**config.mk**
```make
export PLATFORM = sky130hd
export DESIGN_NAME = sync_serial_port
export DESIGN_NICKNAME = d
export VERILOG_FILES = /design/src/rtl/sync_serial_port.sv
export SDC_FILE = /design/constraint.sdc
export NUM_CORES = 1
export LEC_CHECK = 0
export CAP_MARGIN = 0
export CORE_MARGIN = 2
export CORE_UTILIZATION = 50
export DETAILED_ROUTE_END_ITERATION = 6
export DONT_BUFFER_PORTS = 1
export PLACE_DENSITY_LB_ADDON = 0.25
export SKIP_LAST_GASP = 1
export SYNTH_ARGS = -nofsm -noshare
export SYNTH_HDL_FRONTEND = slang
export SYNTH_SLANG_ARGS = --single-unit
```
**constraint.sdc**
```tcl
create_clock -name clk -period 2.3 [get_ports clk]
set_clock_uncertainty 0.15 [all_clocks]
set_input_delay 0.115 -clock clk [delete_from_list [all_inputs] [get_ports clk]]
set_output_delay 0.115 -clock clk [all_outputs]
set_load 0.02 [all_outputs]
```
**src/rtl/sync_serial_port.sv**
```systemverilog
module sync_serial_port #(
  parameter int WORD_W  = 16,
  parameter int SHORT_W = 8,
  parameter int CTL_W   = 11
) (
  input  logic              clk,
  input  logic              rst_n,
  input  logic              cfg_we,
  input  logic [CTL_W-1:0]  cfg_wdata,
  input  logic              tx_we,
  input  logic [WORD_W-1:0] tx_wdata,
  input  logic              rx_re,
  output logic [WORD_W-1:0] rx_rdata,
  output logic              rx_full,
  output logic              tx_empty,
  input  logic              loop_en,
  input  logic              sdin,
  input  logic              iclk_i,
  input  logic              iload_i,
  output logic              iclk_o,
  output logic              iload_o,
  output logic              sdout,
  input  logic              oclk_i,
  input  logic              oload_i,
  output logic              oclk_o,
  output logic              oload_o
);
  localparam int CW = $clog2(WORD_W);
  localparam int PADW = WORD_W - SHORT_W;

  logic [CTL_W-1:0] ctl;
  always_ff @(posedge clk)
    if (!rst_n) ctl <= '0;
    else if (cfg_we) ctl <= cfg_wdata;

  wire       ilen8 = ctl[0], olen8 = ctl[1];
  wire       iclk_act = ctl[2], oclk_act = ctl[3];
  wire       iload_act = ctl[4], oload_act = ctl[5];
  wire       olsb = ctl[6], ipace = ctl[9], ilsb = ctl[10];
  wire [1:0] rate = ctl[8:7];

  // rate divider: toggles the generated clock every rate+1 cycles
  logic [1:0] dcnt;
  logic       gclk;
  wire        dwrap = dcnt >= rate;
  always_ff @(posedge clk)
    if (!rst_n) begin
      dcnt <= '0;
      gclk <= 1'b0;
    end else if (dwrap) begin
      dcnt <= '0;
      gclk <= ~gclk;
    end else dcnt <= dcnt + 2'd1;
  wire g_rise = dwrap & ~gclk;
  wire g_fall = dwrap & gclk;

  logic [2:0] isy, osy;
  always_ff @(posedge clk)
    if (!rst_n) begin
      isy <= '0;
      osy <= '0;
    end else begin
      isy <= {isy[1:0], iclk_i};
      osy <= {osy[1:0], oclk_i};
    end

  wire o_rise = oclk_act ? g_rise : (osy[1] & ~osy[2]);
  wire o_fall = oclk_act ? g_fall : (~osy[1] & osy[2]);
  wire i_rise = loop_en ? o_rise : iclk_act ? g_rise : (isy[1] & ~isy[2]);
  wire i_fall = loop_en ? o_fall : iclk_act ? g_fall : (~isy[1] & isy[2]);

  assign oclk_o = oclk_act & gclk;
  assign iclk_o = iclk_act & gclk;

  // transmit path
  logic [WORD_W-1:0] tx_hold, osh;
  logic              tx_empty_q, obusy, opend, oload_q;
  logic [CW-1:0]     ocnt;
  wire  [CW-1:0]     olast = olen8 ? CW'(SHORT_W - 1) : CW'(WORD_W - 1);
  wire               o_begin = o_fall & opend;
  wire               o_free = ~opend & ~(obusy & (ocnt != '0));
  wire               o_issue = o_fall & oload_act & o_free & ~tx_empty_q;

  always_ff @(posedge clk)
    if (!rst_n) begin
      osh <= '0;
      obusy <= 1'b0;
      opend <= 1'b0;
      oload_q <= 1'b0;
      ocnt <= '0;
    end else if (o_begin) begin
      osh <= (olen8 & ~olsb) ? {tx_hold[SHORT_W-1:0], {PADW{1'b0}}} : tx_hold;
      obusy <= 1'b1;
      ocnt <= olast;
      opend <= 1'b0;
      oload_q <= 1'b0;
    end else begin
      if (o_fall & obusy) begin
        if (ocnt == '0) obusy <= 1'b0;
        else begin
          ocnt <= ocnt - 1'b1;
          osh <= olsb ? (osh >> 1) : (osh << 1);
        end
      end
      if (o_issue) begin
        opend <= 1'b1;
        oload_q <= 1'b1;
      end else if (o_rise & ~oload_act & oload_i) opend <= 1'b1;
    end

  always_ff @(posedge clk)
    if (!rst_n) begin
      tx_hold <= '0;
      tx_empty_q <= 1'b1;
    end else if (tx_we) begin
      tx_hold <= tx_wdata;
      tx_empty_q <= 1'b0;
    end else if (o_begin) tx_empty_q <= 1'b1;

  wire sd_int = obusy & (olsb ? osh[0] : osh[WORD_W-1]);
  assign sdout    = sd_int;
  assign oload_o  = oload_q;
  assign tx_empty = tx_empty_q;

  // receive path
  logic [WORD_W-1:0] ish, rx_word;
  logic              ibusy, ipend, iload_q, rx_full_q;
  logic [CW-1:0]     icnt;
  wire  [CW-1:0]     ilast = ilen8 ? CW'(SHORT_W - 1) : CW'(WORD_W - 1);
  wire               din = loop_en ? sd_int : sdin;
  wire               i_begin = loop_en ? o_begin : (i_fall & ipend);
  wire               i_issue = ~loop_en & i_fall & iload_act & ~ipend & ~ibusy
                               & ~(ipace & rx_full_q);
  wire               i_done = i_rise & ibusy & (icnt == '0);
  wire [WORD_W-1:0]  ish_nx = ilsb ? {din, ish[WORD_W-1:1]} : {ish[WORD_W-2:0], din};
  wire [WORD_W-1:0]  rx_fmt = ~ilen8 ? ish_nx :
                              ilsb ? {{PADW{1'b0}}, ish_nx[WORD_W-1 -: SHORT_W]} :
                                     {{PADW{1'b0}}, ish_nx[SHORT_W-1:0]};

  always_ff @(posedge clk)
    if (!rst_n) begin
      ish <= '0;
      rx_word <= '0;
      ibusy <= 1'b0;
      ipend <= 1'b0;
      iload_q <= 1'b0;
      icnt <= '0;
    end else if (i_begin) begin
      ibusy <= 1'b1;
      icnt <= ilast;
      ipend <= 1'b0;
      iload_q <= 1'b0;
    end else begin
      if (i_rise & ibusy) begin
        ish <= ish_nx;
        if (icnt == '0) begin
          ibusy <= 1'b0;
          rx_word <= rx_fmt;
        end else icnt <= icnt - 1'b1;
      end
      if (i_issue) begin
        ipend <= 1'b1;
        iload_q <= 1'b1;
      end else if (~loop_en & i_rise & ~iload_act & iload_i) ipend <= 1'b1;
    end

  always_ff @(posedge clk)
    if (!rst_n) rx_full_q <= 1'b0;
    else if (i_done) rx_full_q <= 1'b1;
    else if (rx_re) rx_full_q <= 1'b0;

  assign rx_full  = rx_full_q;
  assign rx_rdata = rx_word;
  assign iload_o  = iload_q;

  assert_tx_write_clears_R10: assert property (@(posedge clk) disable iff (!rst_n)
    tx_we |=> !tx_empty);
  assert_rx_done_sets_R10: assert property (@(posedge clk) disable iff (!rst_n)
    i_done |=> rx_full);
  assert_short_word_zero_top_R7: assert property (@(posedge clk) disable iff (!rst_n)
    (i_done && ilen8) |=> (rx_rdata[WORD_W-1:SHORT_W] == '0));
  assert_strobe_end_starts_word_R4: assert property (@(posedge clk) disable iff (!rst_n)
    $fell(oload_o) |-> obusy);
  assert_paced_strobe_R8: assert property (@(posedge clk) disable iff (!rst_n)
    $rose(iload_o) |-> !($past(ipace) && $past(rx_full_q)));
endmodule

```
==> metrics.cfg <==
[run_status]
status=finished with violations
violations=negative setup slack

[power]
peakVddDrop_mv=0.362
leakagePower_nw=2.53
power_density_nw_per_um2=548

[placed_design]
io_buffer_count=0
post-place-ws_ns=-0.133
placed_area_um2=5030
gp_congestion=0.804
post-dp-hpwl_um=6870

[grt]
grt_usage_pct=22.2
grt_use_met3_pct=3.80
globalRouteOverflowTotal=0
gr-usage-met1_pct=27.7
grt_first_pass_wirelength_um=18400
grt_pass1_vias=3793
antenna_found_initial=0
busiest_layer=met2
met2_usage_pct=37.6
grt_max_degree=101

[clocking]
cts_sinks=100
h-tree-depth=3
clk_pin_slew_ns=0.11
root_buffer=clkbuf_8
clk-insertion-delay-late_ns=0.38
cts_tree=built
clk_path_buf_depth=2
cts_buffers=9

[finish]
utilization_pct=64.2
drive_above_1_share_pct=14.7
final_common_cell=dfxtp_1
final_cell_mix=dfxtp_1, mux2i_1, dlygate4sd3_1
fillers=768
diodes=0
area_delta_synth_final_pct=26.5
fin_nets=615
design_area_um2=6160

[setup_path]
crit_path_max_incr_delay_ns=0.35
crit_chain=inv_2 > ha_4 > nand2b_4 > buf_6 > nand3b_4 > a311oi_4 > o211ai_4 > clkbuf_16 > and3_1 > a41o_1
cp_top_family=compound AO/OA/AOI/OAI gates
cp_max_fo=8
slowest_stage=a311oi_4
crit_path_end_kind=flop
critical_path_buf_inv_count=3
critPathLaunchType=flop
crit_required_ns=2.42
arrival_ns=2.42
critPathKind=reg -> reg

[drt]
antenna_left=0
firstDrtPassIters=4
first_iter_violations=129
wl_per_cell_um=16.9
vias=4001
wl_um=12000
drc=0
vias_per_cell=5.63

[timing]
drv_slew=0
finalSetupViolCount=2
setup_tns_ns=-0.00489
rsz0062_at_grt=yes
fmax_mhz=434
slew_headroom_pct=49.1
worstMarginPinSlew_ns=0.762
hold_viol_final=0
fin_crit_ns=2.30
hold_slack_ns=0.137
setup_ws_ns=-0.00472
finalCritPeriodShare_pct=100

[synth]
synth_fa_ha_area_share_pct=1.03
synth_area_per_cell_um2=9.57
synth_compound_area_share_pct=20.4
ys_ff_latch=100
yosys-top-cells-area=dfxtp_1, mux2i_1, nand2_1
synth_top_family_by_area=compound AO/OA/AOI/OAI gates
synth_cells=509
yosysTopAreaCellShare_pct=41.1
muxShareOfSynthArea_pct=15.6
synth_xor_area_share_pct=0.360
synth.largest_area_cell=dfxtp_1
synth_cell_types=58
yosysSeqAreaShare_pct=41.1
synth_area_um2=4870
ys_warn_count=0
syn-num-nets=551
synth_simple_gate_area_share_pct=16.0

[hold_path]
hold_class=in -> reg

[floorplanning]
die_h_um=103
core_um2=9590
dieWidth_um=103
io_pins=61
rows=36
dieArea_um2=10500
initial_core_util_pct=50.8

[flow_run]
max_cap_viol_count=0

Yosys cell counts, drive strengths merged:
library cell,instances
a2111oi,1
a211o,8
a211oi,2
a21boi,29
a21o,1
a21oi,11
a221o,7
a2bb2oi,1
a311o,1
a311oi,1
a31o,1
a31oi,4
a32oi,1
a41o,2
and2,9
and3,3
buf,22
clkbuf,18
dfxtp,100
ha,4
inv,17
mux2,8
mux2i,67
nand2,66
nand2b,3
nand3,4
nand3b,2
nand4,2
nor2,16
nor2b,32
nor3,3
nor3b,2
nor4b,1
nor4bb,1
o211a,22
o211ai,10
o21ai,9
o311a,2
o31a,1
o31ai,4
or2,1
or3,8
xnor2,2
cell families (layout without fill, tap and decap cells):
group	Yosys count	count (layout)
and+or+nand+nor	153	153
AOI/OAI and AO/OA	118	118
DFF	100	100
muxes	75	75
buffers and inverters	57	126
adders and majority gates	4	4
xor gates and xnor gates	2	2
where the power goes:
group          switching, W  leakage (nW)  internal (W)
registers         0.0000440         0.814       0.00177
logic              0.000173          1.62      0.000234
clock network      0.000638         0.100      0.000509
registers in the layout, summed over array words and instances (netlist names), 2 cells and up:
name and flops:
ish 16, osy 3, rx_rdata 16, ctl 11
dcnt 2, osh 16, tx_hold 16, icnt 4
ocnt 4, isy 3
final timing paths:
check | cells after the start | to | slack [ns] | from
worst min-delay path | 4 | ish[0] | 0.14 | sdin
worst max register to register | 10 | rx_rdata[15] | -0.005 | dcnt[0]
worst min register to register | 1 | isy[1] | 0.29 | isy[0]
worst max-delay path | 10 | rx_rdata[15] | -0.005 | dcnt[0]
repair_timing:
action | in CTS | in global routing
pin swaps | 0 | 13
hold buffers | 63 | 0
hold endpoints to repair | 100 | 0
gates resized for setup | 2 | 23
setup endpoints to repair | 20 | 53
gates cloned | 0 | 5
buffers inserted | 0 | 6
layer usage:
metal	share of wire, %	vias to the layer above
met4	3.3	0
met2	50	95
met3	4.1	31
met5	0	-
li1	-	1937
met1	42	1938
worst register-to-register path, delay by kind of cell (launching register included):
| family | cells | cell delay [ns] |
|---|---|---|
| AOI/OAI and AO/OA | 3 | 0.71 |
| and+or+nand+nor | 3 | 0.39 |
| buffers and inverters | 3 | 0.36 |
| DFF | 1 | 0.34 |
| adders and majority gates | 1 | 0.25 |
final cells by class:
class	instances	area (um^2)	area share, %
multi-input cells	352	2710	44.0
well taps	133	166	2.70
inverters	17	63.8	1.04
clock buffers	9	124	2.01
flip-flops and latches	100	2000	32.5
repair buffers	93	1020	16.5
clock inverters	7	73.8	1.20
through the flow:
step	cells	power [W]
4_1_cts	700	0.00336
5_1_grt	711	0.00350
3_3_place_gp	621	0.00209
6_report	711	0.00337
3_5_place_dp	621	0.00210
2_1_floorplan	509	0.00207
No activity file was read; power rests on OpenSTA's default activity.
